==> src/rtl/cal_alarm_match.sv <==
module cal_alarm_match #(
  parameter int DATA_W = 16,
  parameter int ADDR_W = 3
) (
  input  logic              clk,
  input  logic              rst,
  input  logic              reg_we,
  input  logic [ADDR_W-1:0] reg_addr,
  input  logic [DATA_W-1:0] reg_wdata,
  output logic [DATA_W-1:0] reg_rdata,
  input  logic              sec_tick,
  input  logic [7:0]        now_sec,
  input  logic [7:0]        now_min,
  input  logic [7:0]        now_hour,
  input  logic [7:0]        now_mday,
  input  logic [7:0]        now_mon,
  input  logic [11:0]       now_year,
  output logic              alarm_irq
);
  localparam logic [ADDR_W-1:0] A_STAT = ADDR_W'(0);
  localparam logic [ADDR_W-1:0] A_CTRL = ADDR_W'(1);
  localparam logic [ADDR_W-1:0] A_SEC  = ADDR_W'(2);
  localparam logic [ADDR_W-1:0] A_MIN  = ADDR_W'(3);
  localparam logic [ADDR_W-1:0] A_HOUR = ADDR_W'(4);
  localparam logic [ADDR_W-1:0] A_DAY  = ADDR_W'(5);
  localparam logic [ADDR_W-1:0] A_MON  = ADDR_W'(6);
  localparam logic [ADDR_W-1:0] A_YEAR = ADDR_W'(7);
  localparam int MASTER = 6;

  logic [6:0]  ctrl_q;
  logic [6:0]  sec_q, min_q;
  logic [5:0]  hour_q, day_q;
  logic [4:0]  mon_q;
  logic [11:0] year_q;
  logic        stat_q;
  logic [5:0]  eq;
  logic        fire, clr;

  assign eq[0] = now_sec  == {1'b0, sec_q};
  assign eq[1] = now_min  == {1'b0, min_q};
  assign eq[2] = now_hour == {2'b0, hour_q};
  assign eq[3] = now_mday == {2'b0, day_q};
  assign eq[4] = now_mon  == {3'b0, mon_q};
  assign eq[5] = now_year == year_q;

  assign fire = sec_tick && ctrl_q[MASTER] && |(eq & ctrl_q[5:0]);
  assign clr  = reg_we && reg_addr == A_STAT && reg_wdata[1];
  assign alarm_irq = stat_q;

  always_ff @(posedge clk) begin
    if (rst) begin
      ctrl_q <= '0; sec_q <= '0; min_q <= '0; hour_q <= '0;
      day_q <= '0; mon_q <= '0; year_q <= '0; stat_q <= 1'b0;
    end else begin
      if (reg_we) begin
        case (reg_addr)
          A_CTRL: ctrl_q <= reg_wdata[6:0];
          A_SEC:  sec_q  <= reg_wdata[6:0];
          A_MIN:  min_q  <= reg_wdata[6:0];
          A_HOUR: hour_q <= reg_wdata[5:0];
          A_DAY:  day_q  <= reg_wdata[5:0];
          A_MON:  mon_q  <= reg_wdata[4:0];
          A_YEAR: year_q <= reg_wdata[11:0];
          default: ;
        endcase
      end
      if (fire)     stat_q <= 1'b1;
      else if (clr) stat_q <= 1'b0;
    end
  end

  always_comb begin
    reg_rdata = '0;
    case (reg_addr)
      A_STAT: reg_rdata[1] = stat_q;
      A_CTRL: reg_rdata[6:0] = ctrl_q;
      A_SEC:  reg_rdata[6:0] = sec_q;
      A_MIN:  reg_rdata[6:0] = min_q;
      A_HOUR: reg_rdata[5:0] = hour_q;
      A_DAY:  reg_rdata[5:0] = day_q;
      A_MON:  reg_rdata[4:0] = mon_q;
      A_YEAR: reg_rdata[11:0] = year_q;
      default: ;
    endcase
  end
endmodule

==> config.mk <==
export PLATFORM = sky130hd
export DESIGN_NAME = cal_alarm_match
export DESIGN_NICKNAME = d
export VERILOG_FILES = /design/src/rtl/cal_alarm_match.sv
export SDC_FILE = /design/constraint.sdc
export NUM_CORES = 1
export LEC_CHECK = 0
export BUFFER_PORTS_ARGS = -buffer_cell sky130_fd_sc_hd__buf_2
export CAP_MARGIN = 20
export CORE_ASPECT_RATIO = 1.1
export CORE_MARGIN = 8
export CORE_UTILIZATION = 40
export CTS_CLUSTER_SIZE = 8
export DETAILED_ROUTE_END_ITERATION = 6
export GPL_TIMING_DRIVEN = 0
export PLACE_DENSITY = 0.75
export SLEW_MARGIN = 20
export SYNTH_ARGS = -nofsm -noshare
export SYNTH_HDL_FRONTEND = slang
export SYNTH_SLANG_ARGS = --single-unit
==> constraint.sdc <==
create_clock -name clk -period 1.2 [get_ports clk]
set_input_delay 0.18 -clock clk [delete_from_list [all_inputs] [get_ports clk]]
set_output_delay 0.18 -clock clk [all_outputs]
set_load 0.05 [all_outputs]
* Yosys cells after proc, flatten, opt, wreduce, memory -nomap -nowiden *
Cells that the tools add are included.

cells by class
  equal/unequal tests = 13
  mux-type cells = 8
  bitwise logic cells = 1
  reductions and logical operators = 14

operators by type and width
  cell                                                                   number
  3-bit one-hot mux with 7 select lines                                  1
  8-bit by 6-bit equality test with 1-bit output                         2
  8-bit by 7-bit equality test with 1-bit output                         2
  2-bit AND reduction                                                    7
  12-bit equality test                                                   1
  3-bit equality test, second input constant                             4
  8-bit by 5-bit equality test with 1-bit output                         1
  1-bit one-hot mux with 8 select lines                                  1
  1-bit one-hot mux with 7 select lines                                  1
  6-bit bitwise AND                                                      1
  3-bit by 2-bit equality test with 1-bit output, second input constant  2
  1-bit one-hot mux with 6 select lines                                  1
  6-bit OR reduction                                                     1
  5-bit 2-to-1 mux                                                       1
  1-bit logical AND                                                      4
  1-bit one-hot mux with 4 select lines                                  1
  3-bit by 1-bit equality test with 1-bit output, second input constant  1
  3-bit logical NOT                                                      1
  1-bit 2-to-1 mux                                                       2
  2-bit nonzero test                                                     1

word-level totals
  word-level logic and storage cells = 44
  output and inout port bits = 17
  register bits = 51

* Depth between registers and ports, before layout *
Gate-level depths: netlist (run 1).

  depth in word-level cells = 5
  depth in mapped cells = 7
  gate-level depth less buffers = 5

* Least setup slack after synthesis (run 1) *
No wires, ideal clock.

  path type = in2out
  from = input reg_addr[0]
  to = output reg_rdata[5]
  stages on the path = 4
  setup slack = -0.673 ns
  required time = 1.020 ns
  path buffers = 1
  data arrival time = 1.693 ns
  cells stage by stage = buf_6 -> and2b_2 -> a22oi_1 -> o21ai_0

on the way
  cells in the longest elaborated chain, start to end = 2
  elaborated cells between the ends (all ways) = 7
  those cells by class = eq/ne: 6; mux: 1

ends and longest elaborated chain
  element                                      line  text
  from (decl)                                  8     input logic [ADDR_W-1:0] reg_addr,
  3-bit equality test (tied with other cells)  74    case (reg_addr)
  1-bit one-hot mux with 6 select lines *      74
  to (decl)                                    10    output logic [DATA_W-1:0] reg_rdata,

Mark *: on every way between the ends. The rest lies on a longest branch, timed or not.

* Worst setup path in the final report (run 1) *
  from = register min_q[2]
  to = output reg_rdata[2]

on the way
  cells in the longest elaborated chain, start to end = 1

ends and longest elaborated chain
  element                                line  text
  from (decl)                            31    logic [6:0] sec_q, min_q;
  from (signal assigned)                 59    A_MIN: min_q <= reg_wdata[6:0];
  3-bit one-hot mux with 7 select lines  74

Every way passes these cells.

==> impl_metrics.env, run 1 <==
export IMPL_critPathMaxFanout=2
export IMPL_synth_warnings=0
export IMPL_grt_pass1_vias=2903
export IMPL_status="finished with violations"
export IMPL_htree_num_levels=2
export IMPL_synth_top_cell_by_area="dfxtp_1"
export IMPL_clock_skew_ps=4.30
export IMPL_start_util_pct=41.4
export IMPL_synth_top_cell_area_share_pct=35.0
export IMPL_slew_headroom_pct=60.4
export IMPL_multi_input_area_um2=1910
export IMPL_numPortBuffers=80
export IMPL_rsz0062_at_grt="true"
export IMPL_hold_buffers=0
export IMPL_rows=32
export IMPL_cellLeakagePower_nw=1.71
export IMPL_clk_latency_ps=300
export IMPL_met2_usage_pct=30.2
export IMPL_die_area_um2=10300
export IMPL_grt_pass1_wl_mm=14.8
export IMPL_n_antenna_cell=0
export IMPL_routed_wl_mm=9.55
export IMPL_synth_edf_count=0
export IMPL_maxSlewViolCount=0
export IMPL_n_fill_cell=620
export IMPL_nNetsFinal=501
export IMPL_place_inst=493
export IMPL_wire_per_inst_um=18.6
export IMPL_pre_cts_ws_ps=-583
export IMPL_final_util_pct=56.5
export IMPL_vias_per_cell=5.42
export IMPL_cp_arrival_ps=1550
export IMPL_via_count=2775
export IMPL_ios=92
export IMPL_grt_util_met1_pct=20.2
export IMPL_busiest_layer="met2"
export IMPL_fmax_mhz=577
export IMPL_syn_cell_area_um2=2920
export IMPL_gp_congestion=0.892
export IMPL_ys_types=46
export IMPL_ys_ff_latch=51
export IMPL_cts_buffer_depth=2
export IMPL_synthCells=325
export IMPL_fp_dieW_um=97.4
export IMPL_slowest_delay_ps=330
export IMPL_layout_common_cells="67 x buf_2, 43 x nor2_1, 43 x mux2i_1"
export IMPL_cts_buffers=5
export IMPL_cts_sinks=51
export IMPL_drtAntennaViolNets=0
export IMPL_cts_root_buf="clkbuf_8"
export IMPL_final_common_cell="buf_2"
export IMPL_finalPower_mw=3.72
export IMPL_dr_pass1_iters=4
export IMPL_crit_family="compound AO/OA/AOI/OAI gates"
export IMPL_fin_crit_ps=1730
export IMPL_finalHoldViolCount=0
export IMPL_crit_slowest_cell="dfxtp_2"
export IMPL_cap_violations=0
export IMPL_cp_num_buf_inv=1
export IMPL_place_hpwl_mm=7.18
export IMPL_grt_remaining_overflow=0
export IMPL_ir_drop_mv=0.507
export IMPL_p_per_area_nw_per_um2=935
export IMPL_cpMostUsedCell="nor2_1"
export IMPL_hp_class="in2reg"
export IMPL_drc=0
export IMPL_met3_usage_pct=3.27
export IMPL_cts_reportedPaths_clkPinSlew_ps=100
export IMPL_die_y_um=106
export IMPL_track_usage_pct=17.5
export IMPL_setup_slack_ps=-533
export IMPL_crit_path_end_kind="output port"
export IMPL_grt_antenna_before_repair=0
export IMPL_final_setup_viol_count=8
export IMPL_grt_max_degree=17
export IMPL_crit_chain="mux2i_1, nor2_1, a21oi_1, nor2_1, a221o_2, buf_8"
export IMPL_worstMarginPinSlew_ps=595
export IMPL_register_area_um2=1050
export IMPL_area_growth_synth_to_final_pct=36.5
export IMPL_ys_flop_type="dfxtp_1"
export IMPL_stdcell_count=512
export IMPL_failed_checks="negative setup slack"
export IMPL_start_kind="register"
export IMPL_synthArstFlopShare_pct=0
export IMPL_crit_required_ps=1020
export IMPL_layout_drive_gt1_share_pct=41.5
export IMPL_fp_coreArea_um2=7050
export IMPL_syn_area_per_cell_um2=8.97
export IMPL_finalCritPeriodShare_pct=144
export IMPL_cts_tree="done"
export IMPL_synth_seq_area_share_pct=35.0
export IMPL_synth_area_leaders="dfxtp_1 35%, mux2i_1 15%, xnor2_1 8.4%, nor2_1 5.7%, xor2_1 4.5%"
export IMPL_crit_type="reg2out"
export IMPL_drt_iter0_drc=173
## worst reg2reg max path, delay by kind of cell (launching register included)
kind                      cells  cell delay (ps)
and+or+nand+nor               2              590
DFF                           1              350
AOI/OAI and AO/OA             2              310
xor gates and xnor gates      1              190
## stage by stage
step / cell area, um2 / TNS (ps) / hold WS [ps]
global route: 3980 / -3550 / 108
CTS: 3910 / -2960 / 106
global placement: 3560 / -6020 / 422
detailed placement: 3560 / -7010 / 431
finish: 3980 / -3170 / 98.9
floorplan: 3050 / -337 / 316
## layer usage
| metal | vias up | wire, um |
|---|---|---|
| met4 | 0 | 389 |
| met5 | - | 0 |
| met1 | 1308 | 3930 |
| li1 | 1313 | - |
| met2 | 124 | 4690 |
| met3 | 30 | 532 |
## Yosys cell counts (3+ instances only)
cell type	n
dfxtp_1	51
nor3_1	4
a21oi_1	13
mux2i_1	44
inv_1	3
buf_4	8
a21oi_2	4
nor4_1	3
nand3_1	5
nor2_1	44
nand3_2	3
o21ai_0	4
buf_6	5
buf_2	3
and2_1	6
clkbuf_1	5
a22oi_1	4
nand2_1	31
a221oi_1	3
nand4_1	5
mux2_2	4
xnor2_1	28
xor2_1	15
## area by class of cell
class	instances	share of cell area [%]
clock inverters	3	1.10
clock buffers	5	1.73
repair buffers	91	14.7
well taps	85	2.67
flip-flops and latches	51	26.4
plain buffers	23	5.13
inverters	3	0.283
multi-input cells	251	48.1
## kinds of logic after synthesis
| family | after synthesis | synth area share (%) |
|---|---|---|
| flip-flops | 51 | 35.0 |
| buffers and inverters | 26 | 5.92 |
| other | 1 | 0.129 |
| XOR/XNOR | 43 | 12.9 |
| AND/OR/NAND/NOR | 116 | 19.4 |
| multiplexers | 49 | 17.4 |
| AO/OA/AOI/OAI | 39 | 9.14 |
## repair_timing
item                                    4_1_cts  5_1_grt
setup buffers                                 9        3
endpoints found under the setup margin       13       15
cloned                                        0        0
resized for setup                            46       21
pin swaps                                     9        7
## sequential cells by signal (all words and copies together), names as in the netlist
register	cells
day_q	6
alarm_irq	1
year_q	12
mon_q	5
hour_q	6
ctrl_q	7
sec_q	7
min_q	7
## worst paths after layout
path | start | slack, ps | to | depth (start not counted)
worst min register to register | year_q[10] | 480 | year_q[10] | 2
worst max register to register | year_q[5] | -320 | alarm_irq | 5
worst min-delay path | reg_wdata[7] | 100 | year_q[7] | 3
worst max-delay path | min_q[2] | -530 | reg_rdata[2] | 6
## power breakdown
| part | switching (mW) | leakage [nW] | internal (mW) |
|---|---|---|---|
| clock | 0.601 | 0.0581 | 0.622 |
| combinational | 0.396 | 1.23 | 0.331 |
| sequential | 0.0389 | 0.423 | 1.73 |
Power figures use the tool's default switching activity.
==> run 2, diff against run 1 <==
--- a/config.mk
+++ b/config.mk
@@ -9,11 +9,11 @@
 export CAP_MARGIN = 20
 export CORE_ASPECT_RATIO = 1.1
 export CORE_MARGIN = 8
-export CORE_UTILIZATION = 40
+export CORE_UTILIZATION = 46
 export CTS_CLUSTER_SIZE = 8
 export DETAILED_ROUTE_END_ITERATION = 6
 export GPL_TIMING_DRIVEN = 0
-export PLACE_DENSITY = 0.75
+export PLACE_DENSITY = 0.83
 export SLEW_MARGIN = 20
 export SYNTH_ARGS = -nofsm -noshare
 export SYNTH_HDL_FRONTEND = slang
==> impl_metrics.env, run 2 (synthesized netlist as in run 1, its figures left out) <==
export IMPL_layout_drive_gt1_share_pct=45.1
export IMPL_finalPower_mw=3.94
export IMPL_cts_buffer_depth=2
export IMPL_slew_headroom_pct=57.6
export IMPL_start_util_pct=47.4
export IMPL_p_int_mw=2.91
export IMPL_drtAntennaViolNets=0
export IMPL_p_per_area_nw_per_um2=960
export IMPL_maxSlewViolCount=0
export IMPL_p_seq_share_pct=44.7
export IMPL_finalHoldViolCount=0
export IMPL_dr_pass1_iters=4
export IMPL_start_kind="register"
export IMPL_status="finished with violations"
export IMPL_whs_endpoint="year_q[8]"
export IMPL_failed_checks="negative setup slack"
export IMPL_area_growth_synth_to_final_pct=40.9
export IMPL_r2r_start="sec_q[5]"
export IMPL_hold_buffers=0
export IMPL_grt_max_degree=17
export IMPL_routed_wl_mm=9.62
export IMPL_fin_crit_ps=1680
export IMPL_reg2regPathDepth=6
export IMPL_layout_common_cells="67 x buf_2, 42 x mux2i_1, 42 x nor2_1"
export IMPL_grt_antenna_before_repair=0
export IMPL_crit_slowest_cell="dfxtp_2"
export IMPL_largest_reg_flops=12
export IMPL_via_count=2827
export IMPL_p_comb_share_pct=19.3
export IMPL_regMostFlops="year_q"
export IMPL_numPortBuffers=80
export IMPL_cts_reportedPaths_clkPinSlew_ps=100
export IMPL_nNetsFinal=506
export IMPL_drc=0
export IMPL_fmax_mhz=595
export IMPL_n_fill_cell=490
export IMPL_cts_root_buf="clkbuf_8"
export IMPL_ir_drop_mv=0.484
export IMPL_track_usage_pct=20.6
export IMPL_crit_path_end_kind="output port"
export IMPL_worstReg2RegEnd="alarm_irq"
export IMPL_min_path_cells=3
export IMPL_cpMostUsedCell="nor2_1"
export IMPL_hp_class="in2reg"
export IMPL_die_area_um2=9140
export IMPL_worstMarginPinSlew_ps=636
export IMPL_cts_buffers=5
export IMPL_n_antenna_cell=0
export IMPL_cp_arrival_ps=1500
export IMPL_grt_pass1_wl_mm=15.1
export IMPL_rsz0062_at_grt="true"
export IMPL_crit_required_ps=1020
export IMPL_fin_setup_tns_ps=-2720
export IMPL_die_y_um=99.5
export IMPL_vias_per_cell=5.52
export IMPL_grt_pass1_vias=3030
export IMPL_crit_chain="mux2i_1, nor2_1, a21oi_1, nor2_1, a221o_2, buf_8"
export IMPL_wire_per_inst_um=18.8
export IMPL_cts_tree="done"
export IMPL_slowest_delay_ps=340
export IMPL_clk_latency_ps=300
export IMPL_place_hpwl_mm=7.10
export IMPL_switching_power_mw=1.03
export IMPL_switching_share_pct=26.1
export IMPL_grt_remaining_overflow=0
export IMPL_final_common_cell="buf_2"
export IMPL_rows=30
export IMPL_ios=92
export IMPL_pre_cts_ws_ps=-487
export IMPL_drt_iter0_drc=193
export IMPL_gp_congestion=0.890
export IMPL_fp_coreArea_um2=6160
export IMPL_critPathMaxFanout=2
export IMPL_r2r_setup_slack_ps=-260
export IMPL_finalCritPeriodShare_pct=140
export IMPL_cts_sinks=51
export IMPL_final_util_pct=66.7
export IMPL_setup_slack_ps=-479
export IMPL_power_frac_clock_pct=35.9
export IMPL_hp_start="reg_wdata[8]"
export IMPL_cap_violations=0
export IMPL_final_setup_viol_count=8
export IMPL_clock_skew_ps=4.61
export IMPL_cellLeakagePower_nw=1.75
export IMPL_crit_type="reg2out"
export IMPL_crit_start="min_q[2]"
export IMPL_htree_num_levels=2
export IMPL_fp_dieW_um=91.9
==> run 2: cell types whose count changed in the layout (fill, tap and decap cells not counted), moves of 2 or more <==
| cell | change |
|---|---|
| a22oi_1 | -2 |
| dfxtp_4 | +3 |
| a22oi_2 | +2 |
| nand3_2 | +2 |
| clkinvlp_4 | +2 |
| dfxtp_1 | -3 |
| buf_4 | +4 |
| buf_6 | +2 |
==> run 2: worst max-delay path by stage <==
stage                         to  depth (start not counted)  slack [ps]
finish              reg_rdata[2]                          6        -480
global route        reg_rdata[2]                          6        -560
CTS                 reg_rdata[2]                          6        -510
detailed placement     alarm_irq                          5        -490
global placement       alarm_irq                          5        -480
floorplan           reg_rdata[1]                          2        -150
==> run 2: stage by stage <==
stage	instance area, um2	hold WS, ps	cells
after detailed placement	3550	432	488
after CTS	4050	118	511
after global placement	3550	425	488
after floorplan	3050	316	328
after global routing	4110	108	512
final	4110	113	512
==> run 2: per-layer routing <==
metal	track usage [%]	wire [um]
met1	23.9	3770
met2	36.6	4900
met3	3.47	658
met4	8.31	290
met5	0	0
==> run 2: timing repair <==
| action | CTS | global route |
|---|---|---|
| pin swaps | 13 | 8 |
| resized for setup | 68 | 22 |
| buffers inserted | 14 | 3 |
| endpoints found under the setup margin | 13 | 22 |
| cloned | 1 | 0 |
| endpoints found under the hold margin | 0 | 0 |
==> run 2: cell type report <==
class                      count  area (um2)  area share, %
timing repair buffer          98         656           16.0
sequential                    51        1060           25.8
clock buffer                   5        68.8           1.68
multi-input combinational    251        1950           47.5
buffer                        21         189           4.60
inverter                       3        15.0          0.366
clock inverter                 3        67.6           1.64
tap                           80         100           2.44
==> run 2: power by group through the flow <==
| stage | logic [mW] | clock network [mW] | registers (mW) |
|---|---|---|---|
| final | 0.762 | 1.42 | 1.76 |
| after global routing | 0.807 | 1.48 | 1.77 |
| after CTS | 0.742 | 1.41 | 1.76 |
| after detailed placement | 0.644 | 0 | 1.80 |
| after global placement | 0.631 | 0 | 1.80 |
| after floorplan | 0.414 | 0 | 1.79 |
==> run 2: worst max-delay path, delay by kind of cell, from the launching register on <==
| kind | cells | cell delay [ps] |
|---|---|---|
| mux | 1 | 130 |
| simple gates | 2 | 120 |
| buf+inv | 1 | 160 |
| compound gates | 2 | 450 |
| flops | 1 | 340 |
==> run 3, diff against run 2 <==
--- a/config.mk
+++ b/config.mk
@@ -9,11 +9,11 @@
 export CAP_MARGIN = 20
 export CORE_ASPECT_RATIO = 1.1
 export CORE_MARGIN = 8
-export CORE_UTILIZATION = 46
+export CORE_UTILIZATION = 55
 export CTS_CLUSTER_SIZE = 8
 export DETAILED_ROUTE_END_ITERATION = 6
 export GPL_TIMING_DRIVEN = 0
-export PLACE_DENSITY = 0.83
+export PLACE_DENSITY = 0.92
 export SLEW_MARGIN = 20
 export SYNTH_ARGS = -nofsm -noshare
 export SYNTH_HDL_FRONTEND = slang
==> constraint.sdc (replaced) <==
create_clock -name clk -period 2.1 [get_ports clk]
set_input_delay 0.315 -clock clk [delete_from_list [all_inputs] [get_ports clk]]
set_output_delay 0.315 -clock clk [all_outputs]
set_load 0.05 [all_outputs]
==> impl_metrics.env, run 3 (synthesized netlist as in run 1, its figures left out) <==
export IMPL_routed_wl_mm=8.91
export IMPL_fp_dieW_um=85.4
export IMPL_cts_buffers=5
export IMPL_grt_antenna_before_repair=0
export IMPL_worstMarginPinSlew_ps=632
export IMPL_cts_tree="done"
export IMPL_fin_crit_ps=2020
export IMPL_drc=0
export IMPL_fp_coreArea_um2=5260
export IMPL_start_kind="input port"
export IMPL_final_setup_viol_count=0
export IMPL_htree_num_levels=2
export IMPL_p_int_mw=1.44
export IMPL_numPortBuffers=80
export IMPL_top_layer="met4"
export IMPL_clock_skew_ps=8.94
export IMPL_grt_remaining_overflow=0
export IMPL_layout_common_cells="83 x buf_2, 51 x dfxtp_1, 44 x mux2i_1"
export IMPL_cp_arrival_ps=1710
export IMPL_cap_violations=0
export IMPL_die_area_um2=7890
export IMPL_rows=28
export IMPL_grt_pass1_vias=2933
export IMPL_layout_drive_gt1_share_pct=29.6
export IMPL_n_antenna_cell=0
export IMPL_dr_wl_met3_um=716
export IMPL_wl_met2_mm=4.33
export IMPL_regMostFlops="year_q"
export IMPL_crit_required_ps=1780
export IMPL_power_frac_clock_pct=31.4
export IMPL_finalPower_mw=1.98
export IMPL_grt_max_degree=15
export IMPL_switching_share_pct=27.4
export IMPL_crit_type="in2out"
export IMPL_via_count=2763
export IMPL_drtAntennaViolNets=0
export IMPL_cts_sinks=51
export IMPL_gp_congestion=0.949
export IMPL_ir_drop_mv=0.361
export IMPL_slew_headroom_pct=57.5
export IMPL_cellLeakagePower_nw=1.55
export IMPL_largest_reg_flops=12
export IMPL_switching_power_mw=0.542
export IMPL_place_hpwl_mm=6.91
export IMPL_grt_pass1_wl_mm=14.0
export IMPL_area_growth_synth_to_final_pct=20.2
export IMPL_p_comb_share_pct=17.6
export IMPL_final_common_cell="buf_2"
export IMPL_cts_reportedPaths_clkPinSlew_ps=90
export IMPL_cts_buffer_depth=2
export IMPL_critPathMaxFanout=10
export IMPL_hold_buffers=0
export IMPL_wire_per_inst_um=18.7
export IMPL_start_util_pct=55.5
export IMPL_dr_pass1_iters=5
export IMPL_clk_latency_ps=300
export IMPL_finalCritPeriodShare_pct=96.3
export IMPL_p_per_area_nw_per_um2=565
export IMPL_track_usage_pct=22.3
export IMPL_maxSlewViolCount=0
export IMPL_hp_class="in2reg"
export IMPL_die_y_um=92.4
export IMPL_vias_per_cell=5.80
export IMPL_status="complete, no violations"
export IMPL_ios=92
export IMPL_p_seq_share_pct=51.0
export IMPL_fin_setup_tns_ps=0
export IMPL_rsz0062_at_grt="false"
export IMPL_finalHoldViolCount=0
export IMPL_m1WireLength_mm=3.53
export IMPL_fmax_mhz=495
export IMPL_drt_iter0_drc=207
export IMPL_cts_root_buf="clkbuf_8"
export IMPL_nNetsFinal=490
export IMPL_crit_path_end_kind="output port"
==> run 3: what timing repair did <==
| item | 4_1_cts | 5_1_grt |
|---|---|---|
| gates resized for setup | 0 | 1 |
| buffers inserted | 0 | 0 |
| endpoints found under the setup margin | 0 | 1 |
| endpoints found under the hold margin | 0 | 0 |
==> run 3: final cells by class <==
cell class / instances / area (um2)
Buffer: 23 / 161
Clock buffer: 8 / 100
Multi-Input combinational cell: 251 / 1740
Tap cell: 60 / 75.1
Inverter: 3 / 11.3
Sequential cell: 51 / 1020
Timing Repair Buffer: 80 / 400
Fill cell: 443 / 1750
==> run 3: per-layer routing <==
metal | GRT usage, % | vias up
met2 | 37.9 | 147
met4 | 12.3 | 0
met1 | 25.5 | 1303
met5 | 0 | -
li1 | - | 1286
met3 | 4.52 | 27
==> run 3: power groups by stage <==
stage	registers (mW)	logic [mW]	clock network [mW]
final	1.01	0.349	0.622
after CTS	1.01	0.345	0.629
after detailed placement	1.03	0.342	0
after global placement	1.03	0.335	0
after floorplan	1.02	0.213	0
after global routing	1.01	0.373	0.657
==> run 3: path summary, 6_finish.rpt <==
| check | start | end | slack, ps | cells past startpoint |
|---|---|---|---|---|
| worst max-delay path | reg_addr[1] | reg_rdata[1] | 80 | 7 |
| worst min-delay path | reg_wdata[7] | year_q[7] | 240 | 3 |
| worst max register to register | year_q[3] | alarm_irq | 350 | 5 |
| worst min register to register | year_q[8] | year_q[8] | 490 | 2 |
==> run 3: worst max-delay path, stage by stage <==
cell     delay [ps]
buf_2           100
buf_4           180
nor2b_1         360
a22o_1          240
a21oi_1          70
a21oi_1         140
buf_2           290
==> run 3: per-stage QoR <==
stage | hold slack (ps) | setup WS [ps] | area, um2 | util, % | std cells
2_1_floorplan | 451 | 63.7 | 2930 | - | 328
3_3_place_gp | 465 | 74.8 | 3400 | 64.7 | 468
3_5_place_dp | 476 | 110 | 3400 | 64.7 | 468
4_1_cts | 239 | 113 | 3500 | 66.6 | 476
5_1_grt | 251 | 28.1 | 3500 | 66.7 | 476
6_report | 243 | 78.0 | 3500 | 66.7 | 476
